### config.mk
export PLATFORM = sky130hd
export DESIGN_NAME = sir_endec
export DESIGN_NICKNAME = d
export VERILOG_FILES = /design/src/rtl/sir_pkg.sv /design/src/rtl/sir_sync.sv /design/src/rtl/sir_tx_encoder.sv /design/src/rtl/sir_rx_decoder.sv /design/src/rtl/sir_endec.sv
export SDC_FILE = /design/constraint.sdc
export NUM_CORES = 1
export LEC_CHECK = 0
export ABC_AREA = 0
export BUFFER_PORTS_ARGS = -buffer_cell sky130_fd_sc_hd__buf_2
export CAP_MARGIN = 25
export CORE_MARGIN = 2
export CORE_UTILIZATION = 35
export CTS_CLUSTER_DIAMETER = 60
export DETAILED_ROUTE_END_ITERATION = 12
export GPL_ROUTABILITY_DRIVEN = 0
export PLACE_DENSITY_LB_ADDON = 0.2
export SYNTH_ARGS = -nofsm -noshare
export SYNTH_HDL_FRONTEND = slang
export SYNTH_SLANG_ARGS = --single-unit
### constraint.sdc
create_clock -name clk -period 1.97 [get_ports clk]
set_clock_uncertainty 0.15 [all_clocks]
set_input_delay 0.2955 -clock clk [delete_from_list [all_inputs] [get_ports clk]]
set_output_delay 0.2955 -clock clk [all_outputs]
set_load 0.02 [all_outputs]
### src/rtl/sir_pkg.sv
package sir_pkg;
  // Baud ticks in one serial bit.
  parameter int TICKS_PER_BIT = 16;
  // Tick position at which the transmit pulse begins.
  parameter int PULSE_OFFSET  = 7;
  // Width of the transmit pulse, in ticks.
  parameter int PULSE_TICKS   = 3;
  // Flops in the receive synchronizer.
  parameter int SYNC_DEPTH    = 2;
  // Width of the tick position counters.
  parameter int CNT_W = $clog2(TICKS_PER_BIT);
endpackage

### src/rtl/sir_sync.sv
module sir_sync #(
  parameter int DEPTH = 2
) (
  input  logic clk,
  input  logic rst_n,
  input  logic async_in,
  output logic sync_out
);
  logic [DEPTH-1:0] stage_q;

  generate
    for (genvar i = 0; i < DEPTH; i++) begin : g_stage
      if (i == 0) begin : g_first
        always_ff @(posedge clk or negedge rst_n) begin
          if (!rst_n) stage_q[0] <= 1'b0;
          else        stage_q[0] <= async_in;
        end
      end else begin : g_next
        always_ff @(posedge clk or negedge rst_n) begin
          if (!rst_n) stage_q[i] <= 1'b0;
          else        stage_q[i] <= stage_q[i-1];
        end
      end
    end
  endgenerate

  assign sync_out = stage_q[DEPTH-1];
endmodule

### src/rtl/sir_tx_encoder.sv
module sir_tx_encoder #(
  parameter int TICKS  = 16,
  parameter int OFFSET = 7,
  parameter int WIDTH  = 3,
  parameter int CNT_W  = 4
) (
  input  logic clk,
  input  logic rst_n,
  input  logic tick,
  input  logic enable,
  input  logic txd,
  output logic pulse
);
  localparam logic [CNT_W-1:0] LAST_POS  = CNT_W'(TICKS - 1);
  localparam logic [CNT_W-1:0] PULSE_LO  = CNT_W'(OFFSET);
  localparam logic [CNT_W-1:0] PULSE_HI  = CNT_W'(OFFSET + WIDTH - 1);

  logic [CNT_W-1:0] pos_q, pos_d;
  logic             bit_q, bit_d;
  logic             line_q, line_d;
  logic             fall_seen;

  assign fall_seen = line_q & ~txd;

  always_comb begin
    pos_d  = pos_q;
    bit_d  = bit_q;
    line_d = line_q;
    if (!enable) begin
      pos_d  = '0;
      bit_d  = 1'b1;
      line_d = 1'b1;
    end else if (tick) begin
      line_d = txd;
      if (fall_seen) begin
        pos_d = '0;
        bit_d = 1'b0;
      end else if (pos_q == LAST_POS) begin
        pos_d = '0;
        bit_d = txd;
      end else begin
        pos_d = pos_q + 1'b1;
      end
    end
  end

  always_ff @(posedge clk or negedge rst_n) begin
    if (!rst_n) begin
      pos_q  <= '0;
      bit_q  <= 1'b1;
      line_q <= 1'b1;
    end else begin
      pos_q  <= pos_d;
      bit_q  <= bit_d;
      line_q <= line_d;
    end
  end

  assign pulse = enable & ~bit_q & (pos_q >= PULSE_LO) & (pos_q <= PULSE_HI);
endmodule

### src/rtl/sir_rx_decoder.sv
module sir_rx_decoder #(
  parameter int TICKS = 16,
  parameter int CNT_W = 4
) (
  input  logic clk,
  input  logic rst_n,
  input  logic tick,
  input  logic enable,
  input  logic pulse_sync,
  output logic rxd
);
  localparam logic [CNT_W-1:0] LAST_POS = CNT_W'(TICKS - 1);

  logic [CNT_W-1:0] len_q, len_d;
  logic             busy_q, busy_d;
  logic             prev_q;
  logic             rise;

  assign rise = pulse_sync & ~prev_q;

  always_comb begin
    len_d  = len_q;
    busy_d = busy_q;
    if (!enable) begin
      len_d  = '0;
      busy_d = 1'b0;
    end else if (busy_q) begin
      if (tick) begin
        if (len_q == LAST_POS) begin
          len_d  = '0;
          busy_d = 1'b0;
        end else begin
          len_d = len_q + 1'b1;
        end
      end
    end else if (rise) begin
      len_d  = '0;
      busy_d = 1'b1;
    end
  end

  always_ff @(posedge clk or negedge rst_n) begin
    if (!rst_n) begin
      len_q  <= '0;
      busy_q <= 1'b0;
      prev_q <= 1'b0;
    end else begin
      len_q  <= len_d;
      busy_q <= busy_d;
      prev_q <= pulse_sync;
    end
  end

  assign rxd = ~(busy_q & enable);
endmodule

### src/rtl/sir_endec.sv
module sir_endec
  import sir_pkg::*;
(
  input  logic clk,
  input  logic rst_n,
  input  logic baud_tick,
  input  logic uart_txd,
  input  logic ir_rxd,
  input  logic rx_mode,
  output logic ir_txd,
  output logic uart_rxd
);
  logic rx_sync;

  sir_tx_encoder #(
    .TICKS (TICKS_PER_BIT),
    .OFFSET(PULSE_OFFSET),
    .WIDTH (PULSE_TICKS),
    .CNT_W (CNT_W)
  ) enc_i (
    .clk   (clk),
    .rst_n (rst_n),
    .tick  (baud_tick),
    .enable(~rx_mode),
    .txd   (uart_txd),
    .pulse (ir_txd)
  );

  sir_sync #(
    .DEPTH(SYNC_DEPTH)
  ) sync_i (
    .clk     (clk),
    .rst_n   (rst_n),
    .async_in(ir_rxd),
    .sync_out(rx_sync)
  );

  sir_rx_decoder #(
    .TICKS(TICKS_PER_BIT),
    .CNT_W(CNT_W)
  ) dec_i (
    .clk       (clk),
    .rst_n     (rst_n),
    .tick      (baud_tick),
    .enable    (rx_mode),
    .pulse_sync(rx_sync),
    .rxd       (uart_rxd)
  );
endmodule

# Yosys cells after proc, flatten, opt, wreduce, memory -nomap -nowiden
# Cells that the tools add are included.
# totals
wordCells	51
inputBits	6
output_inout_bits	2
register_bits	14
# classes
n_mux	20
eq_ne	4
add_sub_neg	2
bitwise_logic	11
n_lt_le_gt_ge	2
n_reduce_logical	4
# op_table
operator	n
4-bit 2-to-1 mux	9
1-bit 2-to-1 mux	11
4-bit by 1-bit adder with 4-bit output (second input constant)	2
4-bit equality test (second input constant)	2
1-bit AND	6
1-bit inverter	5
4-bit by 3-bit greater-or-equal comparator with 1-bit output (second input constant)	1
4-bit less-or-equal comparator (second input constant)	1
2-bit AND reduction	2
3-bit by 1-bit inequality test with 1-bit output (second input constant)	1
3-bit inequality test (second input constant)	1
3-bit nonzero test	1
2-bit nonzero test	1

# Longest topological paths before layout
# logic_depth
ltp_word	5
depth_mapped	5
mapped_depth_nobuf	5

# Hierarchy
# From an unflattened synthesis, not the netlist that was laid out.
# unflattened
cells_unflattened	76
area_unflattened_um2	755.7
# modules_own_cells
module	seq_area_each_um2	cells_each	instances	area_each_um2
sir_tx_encoder	152.6	42	1	397.9
sir_rx_decoder	150.1	31	1	304.0
sir_sync	50.0	2	1	50.0
sir_endec	0.0	1	1	3.8

# Worst setup path before layout
# OpenSTA, ideal clock, no wires.
# synth_timing
path_kind	register -> output
startpoint	reg enc_i.pos_q[0]
endpoint	out ir_txd
stages_incl_launch_ff	6
required_ps	1525
slack_ps	16
t_arrival_ps	1509
n_path_buf	0
cell_sequence	dfrtp_1 > inv_1 > ha_1 > nor2_1 > or3_1 > a211oi_1
# synth_via
elab_chain_len	3
word_cells_on_any_way	4
classes_between	order compare: 2; bitwise: 2
# synth_rtl
element	line	rtl
from (decl)	sir_tx_encoder.sv:18	logic [CNT_W-1:0] pos_q, pos_d;
from (signal assigned)	sir_tx_encoder.sv:53	pos_q <= pos_d;
4-bit by 3-bit greater-or-equal comparator with 1-bit output	sir_tx_encoder.sv:59	assign pulse = enable & ~bit_q & (pos_q >= PULSE_LO) & (pos_q <= PULSE_HI);
1-bit AND	sir_tx_encoder.sv:59	
1-bit AND *	sir_tx_encoder.sv:59	
to (decl)	sir_endec.sv:10	output logic ir_txd,
# Every way passes the cells marked *; elsewhere a longest branch is shown, timed or not.

# Worst setup path after layout
# Same ends and word-level chain as after synthesis.

==> reports/qor.yml <==
floorplan:
  die_h_um: 50.9
  die_area_mm2: 0.00259
  num_rows: 16
  die_w_um: 50.9
  num_io_pins: 8
  start_util: 0.381
  coreArea_mm2: 0.00202
synthesis:
  syn_avg_cell_area_um2: 9.87
  ys_top_cells_by_area: "dfrtp_1, dfstp_2, ha_1"
  synth.net_count: 88
  postSynthCellCount: 78
  ys_seq_elements: 14
  synth_cell_types: 32
  synth_compound_area_frac: 0.132
  synth_edf_count: 0
  ys.warnings.count: 0
  synth_area_leader_cell: "dfrtp_1"
  netlist.area_leader.share: 0.390
  ys_seq_area_frac: 0.459
  syn_area_um2: 769
  synth_simple_gate_area_frac: 0.254
  synth_xor_xnor_area_share: 0
  async_reset_ff_frac: 1.00
  synth_ff_type: "dfrtp_1"
  synthAdderAreaFrac: 0.0650
  synth.area.mux_share: 0.0260
  synth_top_family_by_area: "simple AND/OR/NAND/NOR gates"
clock_network:
  cts_tree: "yes"
  cts.sinks: 14
  clock_tree.root_cell: "clkbuf_4"
  clk_path_buf_depth: 2
  clkTransAtPathRegs_ns: 0.09
  htreeDepth: 1
  insertion_delay_ns: 0.29
  cts_buffers: 3
placement:
  hpwlAfterDp_mm: 1.01
  place_inst: 108
  port_buffers: 7
critical_path:
  required_ns: 1.52
  end_kind: "output pin"
  crit_chain: "inv_1 > ha_1 > nor2_1 > or3_1 > a211oi_2 > buf_4"
  path_class: "flop to output pin"
  critPathLaunchType: "flop"
  crit_fanout: 3
  critPathMaxStageDelay_ns: 0.42
  worstPathArrival_ns: 1.59
  slowest_stage: "dfrtp_1"
global_route:
  antenna_found_initial: 0
  grt_pass1_vias: 622
  grt_usage: 0.142
  grt-ovfl-total: 0
  grt_max_degree: 18
  grt_first_pass_wirelength_mm: 2.66
pwr:
  power.density_mw_per_mm2: 660
  internal_power_uw: 438
  peakVddDrop_mv: 0.351
  p_clk_frac: 0.363
  p_switching_uw: 146
  leakagePower_nw: 0.404
  combPwrFrac: 0.107
  switching_share: 0.250
  seqPwrFrac: 0.530
sta:
  max_slew.worst_pin.slew_ns: 0.378
  min_period_ns: 2.04
  final-setup-viol-count: 1
  slew_viol_final: 0
  fin_setup_tns_ns: -0.0663
  final_hold_viol_count: 0
  max_clock_freq_ghz: 0.491
  rsz0062_at_grt: "true"
  worst_slack_ns: -0.0663
  fin_crit_sh: 1.03
  slew_headroom: 0.742
finish:
  syn_to_final_growth_pct: 15.1
  drive_above_1_share: 0.213
  diodes: 0
  finalNonFillerCells: 116
  nNetsFinal: 100
worst_hold_path:
  min_path_type: "input port to flop"
drt:
  routed_wl_mm: 1.51
  vias: 627
  drt_iter0_drc: 14
  routedWlPerCell_um: 13.0
  remaining_drc_errors: 0
  dr.pass1.iters: 4
  antenna_left: 0
  vias_per_cell: 5.41
run_status:
  violations: "negative setup slack"
  run_status: "complete, but fails checks"
run:
  maxCapViolations: 0
-- layer usage --
metal	wire length, um	track usage	vias up
li1	-	-	305
met5	0	0	-
met2	655	0.204	13
met1	797	0.191	307
met3	46	0.0439	2
met4	11	0.0766	0
-- state kept, by name (all words and copies together) (netlist names) --
register	cells
sync_i.sync_out	1
enc_i.bit_q	1
dec_i.prev_q	1
enc_i.pos_q	4
dec_i.busy_q	1
enc_i.line_q	1
sync_i.stage_q	1
dec_i.len_q	4
-- path summary, 6_finish.rpt --
path / cells past startpoint / slack [ns] / end / start
worst max-delay path: 6 / -0.07 / ir_txd / enc_i.pos_q[0]$_DFFE_PN0P_
worst min-delay path: 3 / 0.12 / enc_i.line_q$_DFFE_PN1P_ / uart_txd
worst max register to register: 5 / 0.30 / enc_i.bit_q$_DFFE_PN1P_ / enc_i.pos_q[0]$_DFFE_PN0P_
worst min register to register: 0 / 0.21 / sync_i.sync_out$_DFF_PN0_ / sync_i.stage_q[0]$_DFF_PN0_
max in group asynchronous: 2 / 1.11 / enc_i.bit_q$_DFFE_PN1P_ / rst_n
min in group asynchronous: 2 / 0.27 / enc_i.pos_q[1]$_DFFE_PN0P_ / rst_n
-- through the flow --
stage	util	setup slack [ns]	instance area, um2	total power, mW	hold WS, ns
floorplan	-	0.0157	769	0.355	-0.150
global placement	0.399	0.175	807	0.370	0.0567
detailed placement	0.399	0.153	807	0.371	0.0625
CTS	0.438	-0.0680	886	0.587	0.116
global route	0.438	-0.185	886	0.626	0.121
finish	0.438	-0.0663	886	0.584	0.121
-- critical path, delay by kind of cell (launching register included) --
| family | cells | cell delay [ns] |
|---|---|---|
| flops | 1 | 0.42 |
| simple gates | 2 | 0.35 |
| buf+inv | 2 | 0.23 |
| compound gates | 1 | 0.18 |
| fa+ha+maj | 1 | 0.13 |
-- layout make-up --
class | instances | area [um2]
Sequential cell | 14 | 353
Multi-Input combinational cell | 55 | 372
Fill cell | 202 | 1140
Clock buffer | 4 | 36.3
Timing Repair Buffer | 11 | 72.6
Inverter | 5 | 18.8
Tap cell | 27 | 33.8
-- power groups by stage --
stage | Clock, mW | Combinational, mW | Sequential (mW)
after floorplan | 0 | 0.0436 | 0.311
after global placement | 0 | 0.0541 | 0.316
after detailed placement | 0 | 0.0548 | 0.316
after CTS | 0.215 | 0.0632 | 0.310
after global routing | 0.243 | 0.0717 | 0.311
final | 0.212 | 0.0626 | 0.310
-- cells in the final DEF, fill, tap and decap left out --
cell type,instances
dfstp_2,2
o21ai_0,4
mux2i_1,2
and3b_2,1
dlygate4sd3_1,2
clkbuf_4,3
a211o_1,1
a31oi_1,1
nor2b_1,1
and3b_1,1
nor3_1,2
nor3b_1,1
nand4_1,3
and3_4,1
nand2_1,6
dfrtp_1,12
a41oi_1,1
or3b_4,1
ha_1,4
clkbuf_8,1
buf_4,3
o22ai_1,1
nor4bb_1,1
buf_2,6
a211oi_2,1
inv_1,5
a2111oi_0,1
a21oi_1,4
nor2_1,3
nand3_1,8
a21o_1,2
nand2b_1,2
nand4b_1,1
or3_1,1
-- cell usage after synthesis (3+ instances only) --
cell type / number
inv_1: 5
nor2_1: 3
nand2_1: 6
nand3_1: 8
a21oi_1: 4
ha_1: 4
o21ai_0: 4
nand4_1: 3
dfrtp_1: 12
-- cells by family (layout without fill, tap and decap cells) --
logic type                 count (synthesis)  count (layout)
AOI/OAI and AO/OA                         16              16
adders and majority gates                  4               4
DFF                                       14              14
and+or+nand+nor                           33              33
buffers and inverters                      9              20
muxes                                      2               2
-- timing repair --
| item | 4_1_cts | 5_1_grt |
|---|---|---|
| cloned | 0 | 0 |
| hold buffers | 2 | 0 |
| setup buffers | 2 | 0 |
| endpoints found under the hold margin | 13 | 0 |
| gates resized for setup | 2 | 0 |
| endpoints found under the setup margin | 1 | 1 |
| pin swaps | 1 | 0 |
No activity file was read; power rests on OpenSTA's default activity.
